`config.mk`:
```
export PLATFORM = sky130hd
export DESIGN_NAME = pwm_bridge_gen
export DESIGN_NICKNAME = d
export VERILOG_FILES = /design/src/rtl/pwm_bridge_pkg.sv /design/src/rtl/pwm_timebase.sv /design/src/rtl/pwm_deadband.sv /design/src/rtl/pwm_steer.sv /design/src/rtl/pwm_bridge_gen.sv
export SDC_FILE = /design/constraint.sdc
export NUM_CORES = 1
export LEC_CHECK = 0
export CAP_MARGIN = 0
export CORE_MARGIN = 5
export CORE_UTILIZATION = 47
export DETAILED_ROUTE_END_ITERATION = 6
export PLACE_DENSITY_LB_ADDON = 0.15
export SETUP_SLACK_MARGIN = 0.3
export SLEW_MARGIN = 0
export SYNTH_ARGS = -nofsm -noshare
export SYNTH_HDL_FRONTEND = slang
export SYNTH_SLANG_ARGS = --single-unit
```
`constraint.sdc`:
```
create_clock -name clk -period 2.1 [get_ports clk]
set_input_delay 0.315 -clock clk [delete_from_list [all_inputs] [get_ports clk]]
set_output_delay 0.315 -clock clk [all_outputs]
set_load 0.1 [all_outputs]
```
`src/rtl/pwm_bridge_pkg.sv`:
```
// Shared types for the bridge PWM generator.
// Assumes mode encodings are fixed by software convention.
package pwm_bridge_pkg;
    typedef enum logic [1:0] {
        MODE_SINGLE = 2'd0,
        MODE_DUAL   = 2'd1,
        MODE_QUAD   = 2'd2,
        MODE_OFF    = 2'd3
    } pwm_mode_e;

    localparam int NUM_OUT = 4;
endpackage

```
`src/rtl/pwm_timebase.sv`:
```
// Period counter with shadowed period and duty.
// The raw waveform is high while the count is below the shadow duty.
// Assumes a period of 0 or 1 means a one-cycle period.
module pwm_timebase #(
    parameter int PER_W = 8
) (
    input  logic             clk,
    input  logic             rst_n,
    input  logic [PER_W-1:0] period_in,
    input  logic [PER_W-1:0] duty_in,
    output logic             raw,
    output logic [PER_W-1:0] cnt,
    output logic [PER_W-1:0] per_sh,
    output logic [PER_W-1:0] duty_sh
);
    localparam int EXT_W = PER_W + 1;

    logic [PER_W-1:0] cnt_q;
    logic [PER_W-1:0] per_q;
    logic [PER_W-1:0] duty_q;
    logic             wrap;

    // Last count of the period reached (or a degenerate period is loaded).
    assign wrap = (EXT_W'(cnt_q) + EXT_W'(1)) >= EXT_W'(per_q);

    // Advance the count; reload the count and the shadows at the boundary.
    always_ff @(posedge clk) begin
        if (!rst_n) begin
            cnt_q  <= '0;
            per_q  <= '0;
            duty_q <= '0;
        end else if (wrap) begin
            cnt_q  <= '0;
            per_q  <= period_in;
            duty_q <= duty_in;
        end else begin
            cnt_q  <= cnt_q + PER_W'(1);
        end
    end

    assign raw     = cnt_q < duty_q;
    assign cnt     = cnt_q;
    assign per_sh  = per_q;
    assign duty_sh = duty_q;
endmodule

```
`src/rtl/pwm_deadband.sv`:
```
// Complementary pair generator with dead time.
// The wait counter reloads on every edge of the raw waveform, and a side
// turns on only once the counter has drained. A plain one-cycle delayed
// copy of the raw waveform is also provided.
// Assumes the dead time is given in units of four clocks.
module pwm_deadband #(
    parameter int DEAD_W = 4
) (
    input  logic              clk,
    input  logic              rst_n,
    input  logic              raw,
    input  logic [DEAD_W-1:0] dead_steps,
    output logic              lag,
    output logic              on_hi,
    output logic              on_lo
);
    localparam int CW = DEAD_W + 2;

    logic [CW-1:0] dt;
    logic [CW-1:0] wait_q;
    logic [CW-1:0] wait_nxt;
    logic          raw_q;
    logic          flip;

    assign dt   = {dead_steps, 2'b00};
    assign flip = raw ^ raw_q;

    // Next wait count: reload on an edge, otherwise drain toward zero.
    always_comb begin
        if (flip) begin
            wait_nxt = dt;
        end else if (wait_q != '0) begin
            wait_nxt = wait_q - CW'(1);
        end else begin
            wait_nxt = '0;
        end
    end

    // Register the delayed waveform and the wait count.
    always_ff @(posedge clk) begin
        if (!rst_n) begin
            raw_q  <= 1'b0;
            wait_q <= '0;
        end else begin
            raw_q  <= raw;
            wait_q <= wait_nxt;
        end
    end

    assign lag   = raw_q;
    assign on_hi = raw_q & (wait_q == '0);
    assign on_lo = ~raw_q & (wait_q == '0);
endmodule

```
`src/rtl/pwm_steer.sv`:
```
// Maps the modulated signals onto outputs A..D according to the mode
// and applies output polarity.
// Assumes pol_n bits invert per output, pairwise in quad mode.
module pwm_steer
    import pwm_bridge_pkg::*;
(
    input  pwm_mode_e            mode,
    input  logic                 fwd,
    input  logic [NUM_OUT-1:0]   pol_n,
    input  logic                 mod,
    input  logic                 on_hi,
    input  logic                 on_lo,
    output logic [NUM_OUT-1:0]   out
);
    logic [NUM_OUT-1:0] act;
    logic [NUM_OUT-1:0] pol_eff;

    // Choose which outputs are active and the polarity each one uses.
    always_comb begin
        act     = '0;
        pol_eff = pol_n;
        case (mode)
            MODE_SINGLE: act[0] = mod;
            MODE_DUAL: begin
                act[0] = on_hi;
                act[1] = on_lo;
            end
            MODE_QUAD: begin
                pol_eff = {pol_n[1], pol_n[0], pol_n[1], pol_n[0]};
                if (fwd) begin
                    act[0] = 1'b1;
                    act[3] = mod;
                end else begin
                    act[2] = 1'b1;
                    act[1] = mod;
                end
            end
            default: act = '0;
        endcase
        out = act ^ pol_eff;
    end
endmodule

```
`src/rtl/pwm_bridge_gen.sv`:
```
// Top of the bridge PWM generator: timebase, dead-time pair and steering.
// Assumes mode, direction and polarity may change at any time and act at
// once, while period and duty act from the next period.
module pwm_bridge_gen
    import pwm_bridge_pkg::*;
#(
    parameter int PER_W  = 8,
    parameter int DEAD_W = 4
) (
    input  logic              clk,
    input  logic              rst_n,
    input  logic [1:0]        mode_sel,
    input  logic              fwd_dir,
    input  logic [3:0]        pol_n,
    input  logic [PER_W-1:0]  period_in,
    input  logic [PER_W-1:0]  duty_in,
    input  logic [DEAD_W-1:0] dead_in,
    output logic [3:0]        pwm_out
);
    logic             raw;
    logic             lag;
    logic             on_hi;
    logic             on_lo;
    logic [PER_W-1:0] tb_cnt;
    logic [PER_W-1:0] tb_per;
    logic [PER_W-1:0] tb_duty;

    pwm_timebase #(.PER_W(PER_W)) u_tb (
        .clk       (clk),
        .rst_n     (rst_n),
        .period_in (period_in),
        .duty_in   (duty_in),
        .raw       (raw),
        .cnt       (tb_cnt),
        .per_sh    (tb_per),
        .duty_sh   (tb_duty)
    );

    pwm_deadband #(.DEAD_W(DEAD_W)) u_db (
        .clk        (clk),
        .rst_n      (rst_n),
        .raw        (raw),
        .dead_steps (dead_in),
        .lag        (lag),
        .on_hi      (on_hi),
        .on_lo      (on_lo)
    );

    pwm_steer u_st (
        .mode  (pwm_mode_e'(mode_sel)),
        .fwd   (fwd_dir),
        .pol_n (pol_n),
        .mod   (lag),
        .on_hi (on_hi),
        .on_lo (on_lo),
        .out   (pwm_out)
    );
endmodule

```
# Yosys cells after proc, flatten, opt, wreduce, memory -nomap -nowiden
# Cells that the tools add are included.
dict set report totals {
  output_inout_bits 4
  word_cells 34
  input_bits 29
  register_bits 31
}
dict set report op_classes {
  n_bitwise 7
  reduce_logical 5
  add_sub_neg 3
  mux 9
  n_eq_ne 2
  magnitude_cmp 2
}
# op n
set ops {}
lappend ops {{6-bit two-way mux} 2}
lappend ops {{8-bit by 1-bit adder with 9-bit output, second input constant} 1}
lappend ops {{9-bit by 8-bit greater-or-equal comparator with 1-bit output} 1}
lappend ops {{8-bit by 1-bit adder with 8-bit output, second input constant} 1}
lappend ops {{8-bit < comparator} 1}
lappend ops {{6-bit zero test} 1}
lappend ops {{6-bit nonzero test} 1}
lappend ops {{6-bit by 1-bit subtractor with 6-bit output, second input constant} 1}
lappend ops {{2-bit two-way mux} 2}
lappend ops {{4-bit two-way mux} 1}
lappend ops {{4-bit XOR} 1}
lappend ops {{1-bit NOT} 3}
lappend ops {{1-bit case mux with 3 select lines} 1}
lappend ops {{3-bit OR reduction} 1}
lappend ops {{1-bit AND} 2}
lappend ops {{2-bit by 1-bit equality test with 1-bit output, second input constant} 1}
lappend ops {{2-bit equality test, second input constant} 1}
lappend ops {{2-bit zero test} 1}
lappend ops {{1-bit two-way mux} 2}
lappend ops {{1-bit case mux with 2 select lines} 1}
lappend ops {{2-bit OR reduction} 1}
lappend ops {{1-bit XOR} 1}

# Depth between registers and ports, before layout
dict set report depth {
  word_depth 4
  ltp_mapped 11
  ltp_nobuf 10
}

# Hierarchy
# From an unflattened synthesis, not the netlist that was laid out.
dict set report hier_totals {
  cells_unflattened 202
  area_unflattened_um2 1855.5
}
# mod n_inst cells_per_inst area_each_um2 seq_area_each_um2
set by_module_without_submodules {}
lappend by_module_without_submodules {pwm_timebase 1 147 1362.6 480.5}
lappend by_module_without_submodules {pwm_deadband 1 37 340.3 140.1}
lappend by_module_without_submodules {pwm_steer 1 18 152.6 0.0}

# Least setup slack after synthesis
# OpenSTA, ideal clock, no wires.
dict set report synth_timing {
  path_type {register -> output}
  startpoint {reg u_db.wait_q[0]}
  endpoint {out pwm_out[1]}
  n_path_buf 0
  path_stages_with_launch 8
  arrival_ns 2.701
  setup_slack_ns -0.916
  cell_sequence {dfxtp_1 inv_1 ha_1 nor3b_1 nand3_1 o21ai_0 nand2_1 xnor2_1}
}
dict set report synth_between {
  elab_chain_cells 4
}
# item line
set synth_lines {}
lappend synth_lines {{start, declared} pwm_deadband.sv:20} ;# logic [CW-1:0] wait_q;
lappend synth_lines {{start signal, assigned} pwm_deadband.sv:46} ;# wait_q <= wait_nxt;
lappend synth_lines {{6-bit zero test} pwm_deadband.sv:52} ;# assign on_lo = ~raw_q & (wait_q == '0);
lappend synth_lines {{1-bit AND} pwm_deadband.sv:52}
lappend synth_lines {{1-bit case mux with 2 select lines} pwm_steer.sv:22} ;# case (mode)
lappend synth_lines {{4-bit XOR} pwm_steer.sv:40} ;# out = act ^ pol_eff;
lappend synth_lines {{end, declared} pwm_bridge_gen.sv:18} ;# output logic [3:0] pwm_out
# No other way between the ends.

# Worst setup path after layout
dict set report layout_timing {
  startpoint {reg u_tb.cnt_q[1], in the netlist u_tb.cnt[1]}
  endpoint {reg u_tb.duty_q[3], in the netlist u_tb.duty_sh[3]}
}
dict set report layout_between {
  elab_chain_cells 2
}
# item line
set layout_lines {}
lappend layout_lines {{start, declared} pwm_timebase.sv:18} ;# logic [PER_W-1:0] cnt_q;
lappend layout_lines {{start signal, assigned} pwm_timebase.sv:37} ;# cnt_q <= cnt_q + PER_W'(1);
lappend layout_lines {{8-bit by 1-bit adder with 9-bit output} pwm_timebase.sv:24} ;# assign wrap = (EXT_W'(cnt_q) + EXT_W'(1)) >= EXT_W'(per_q);
lappend layout_lines {{9-bit by 8-bit greater-or-equal comparator with 1-bit output} pwm_timebase.sv:24}
lappend layout_lines {{end signal, assigned} pwm_timebase.sv:35} ;# duty_q <= duty_in;
lappend layout_lines {{end, declared} pwm_timebase.sv:20} ;# logic [PER_W-1:0] duty_q;
# No other way between the ends.
# A chain may end at the register's enable or synchronous reset.

==> impl_metrics.ini <==
[route]
wl_per_cell_um = 14.4
dr.pass1.iters = 4
drt_wl_total_um = 4640
num_vias = 1666
drt_iter0_drc = 45
remaining_drc_errors = 0
vias_per_cell = 5.19
final_antenna_net_count = 0

[timing]
relSlewSlack_pct = 79.5
timing.final.ws_setup_ns = -0.126
period_minus_slack_ns = 2.23
setup_viol = 25
rsz0062_at_grt = true
slew_violations = 0
clock_skew_ns = 0.00671
fin_crit_sh_pct = 106
worst_slew_pin_slew_ns = 0.305
fmax_mhz = 449
hold_viol = 0

[clock_tree]
cts-root-buf = clkbuf_8
cts_hold_buf = 0
cts_tree = yes
cts_made_buffers = 5
path_clk_slew_ns = 0.07
clock-sinks = 31
clockBufferDepth = 2
clkLatencyLatePin_ns = 0.28
htreeDepth = 2

[logic_synthesis]
synth_edf_count = 0
synthAdderAreaFrac_pct = 15.0
syn_area_um2 = 1830
postSynth.asyncResetShare_pct = 0
synth_top_family_by_area = simple AND/OR/NAND/NOR gates
synth_compound_area_share_pct = 10.5
yosys_warnings = 0
synth_mux_area_share_pct = 9.36
synth_common_cells = 42 x nand2_1, 31 x dfxtp_1, 22 x ha_1
ys_ff_latch = 31
yosys.area_share.simple_pct = 19.5
syn-num-nets = 263
synth.most_common_cell = nand2_1
ys.flop_type = dfxtp_1
synth_top_area_share_pct = 33.9
synth_area_leaders = dfxtp_1 34%, ha_1 15%, mux2i_1 8.7%
yosys.area.top_type = dfxtp_1
ys_seq_area_share_pct = 33.9
yosysUniqueCellTypes = 31
synth_xor_area_share_pct = 6.22
syn_avg_cell_area_um2 = 8.63
synthCells = 212

[placed_design]
hpwl_um = 3010
post_dp_cell_area_um2 = 2460
routabilityCongestion = 0.781
io_buffers = 32

[power]
clkPwrFrac_pct = 11.8
power_leakage_nw = 1.27
p_int_mw = 2.39
p_comb_share_pct = 63.7
vdd_drop_max_uv = 1410
p_seq_share_pct = 24.5
power_mw = 3.87
power.density_nw_per_um2 = 1340
p_sw_mw = 1.48
switching_share_pct = 38.2

[worst_setup_path]
crit_chain = ha_4, nand3_4, xnor2_4, ha_4, a211o_1, a21oi_2, o21a_1, o21a_4, buf_12, mux2i_1
crit_slowest_cell = dfxtp_4
critical-path-max-stage-delay_ns = 0.37
cp_max_fo = 7
start_kind = flip-flop
required_ns = 2.29
end_kind = flip-flop
path_class = flip-flop to flip-flop
critPathArrivalTime_ns = 2.42
timing.critical_path.mode_cell = ha_4

[grt]
grt_max_degree = 31
grt_pass1_vias = 1657
antenna_found_initial = 0
grt_overflow = 0
grt_usage_pct = 16.7
grt_pass1_wl_um = 6940

[cells_and_area]
nets = 323
fill_cells = 244
drive_above_1_share_pct = 32.2
diodes = 0
syn_to_final_growth_pct = 57.6
final_cell_area_um2 = 2890

[die]
core_region_area_um2 = 3720
die-area_um2 = 5240
num_rows = 22
die_h_um = 72.4
design.portCount = 33
start_util_pct = 49.3
die_width_um = 72.4

[flow_run]
max_cap_violations = 0

[min_path]
min_path_type = flip-flop to flip-flop

[status]
violations = setup timing
status = complete, but fails checks
## critical path: cells and delay by family (launching register included)
kind            cells  cell delay, ns
compound gates      4            0.72
fa+ha+maj           2            0.40
flops               1            0.37
mux                 1            0.22
xor+xnor            1            0.19
buf+inv             1            0.14
simple gates        1            0.09
## per-layer routing
layer / share of wire [%] / vias up / track usage [%]
li1: - / 843 / -
met1: 39 / 769 / 18.3
met2: 53 / 42 / 30.8
met3: 4.8 / 12 / 4.16
met4: 2.8 / 0 / 6.15
met5: 0 / - / 0
## power by group through the flow
stage	combinational [mW]	sequential (mW)	clock (mW)
floorplan	1.44	0.930	0
global placement	1.85	0.945	0
detailed placement	1.88	0.953	0
CTS	2.29	0.937	0.456
global route	2.66	0.977	0.501
finish	2.47	0.951	0.456
## cells by family (layout without fill, tap and decap cells)
| logic type | Yosys count | after routing |
|---|---|---|
| AND/OR/NAND/NOR | 75 | 75 |
| adder cells (fa/ha/maj) | 22 | 22 |
| buffers and inverters | 26 | 87 |
| AO/OA/AOI/OAI | 28 | 28 |
| multiplexers | 17 | 17 |
| XOR/XNOR | 13 | 13 |
| flip-flops | 31 | 31 |
## registers in the layout, summed over array words and instances (netlist names)
signal,count
u_db.lag,1
u_db.wait_q,6
u_tb.cnt,8
u_tb.duty_sh,8
u_tb.per_sh,8
## worst paths after layout
path	start	end	slack (ns)	depth (start not counted)
worst max-delay path	u_tb.cnt[1]	u_tb.duty_sh[3]	-0.13	10
worst min-delay path	u_tb.per_sh[4]	u_tb.per_sh[4]	0.46	2
worst max register to register	u_tb.cnt[1]	u_tb.duty_sh[3]	-0.13	10
worst min register to register	u_tb.per_sh[4]	u_tb.per_sh[4]	0.46	2
## layout make-up
type                            count  area [um2]  area share, %
Clock buffer                        6        72.6           2.52
Clock inverter                      2        12.5          0.434
Sequential cell                    31         634           22.0
Timing Repair Buffer               59         623           21.6
Tap cell                           48        60.1           2.08
Inverter                           20        75.1           2.60
Multi-Input combinational cell    155        1410           48.8
## repair_timing
item | CTS | global route
setup endpoints to repair | 34 | 34
buffers inserted | 8 | 1
cloned | 2 | 0
gates resized for setup | 24 | 31
pin swaps | 12 | 10
## through the flow
| step | utilization (%) | setup TNS [ns] | hold WS [ns] | worst slack [ns] | std cells |
|---|---|---|---|---|---|
| after floorplan | - | 0 | 0.422 | 0.00478 | 212 |
| after global placement | 66.3 | -1.76 | 0.439 | -0.0945 | 302 |
| after detailed placement | 66.3 | -1.99 | 0.442 | -0.138 | 302 |
| after CTS | 73.0 | -0.931 | 0.461 | -0.0939 | 320 |
| after global routing | 77.6 | -3.60 | 0.484 | -0.195 | 321 |
| final | 77.6 | -1.39 | 0.456 | -0.126 | 321 |
## cell usage in the layout (no fill, tap or decap), types with 4 or more instances in the layout
| cell | instances |
|---|---|
| and3_4 | 8 |
| buf_12 | 5 |
| buf_4 | 18 |
| buf_6 | 7 |
| clkbuf_8 | 5 |
| clkdlybuf4s50_1 | 23 |
| dfxtp_1 | 24 |
| dfxtp_2 | 5 |
| ha_1 | 17 |
| ha_4 | 5 |
| inv_1 | 17 |
| mux2i_1 | 16 |
| nand2_1 | 40 |
| nand3_1 | 4 |
| nor2_1 | 5 |
Note: power is estimated with default switching activity, not from simulation.
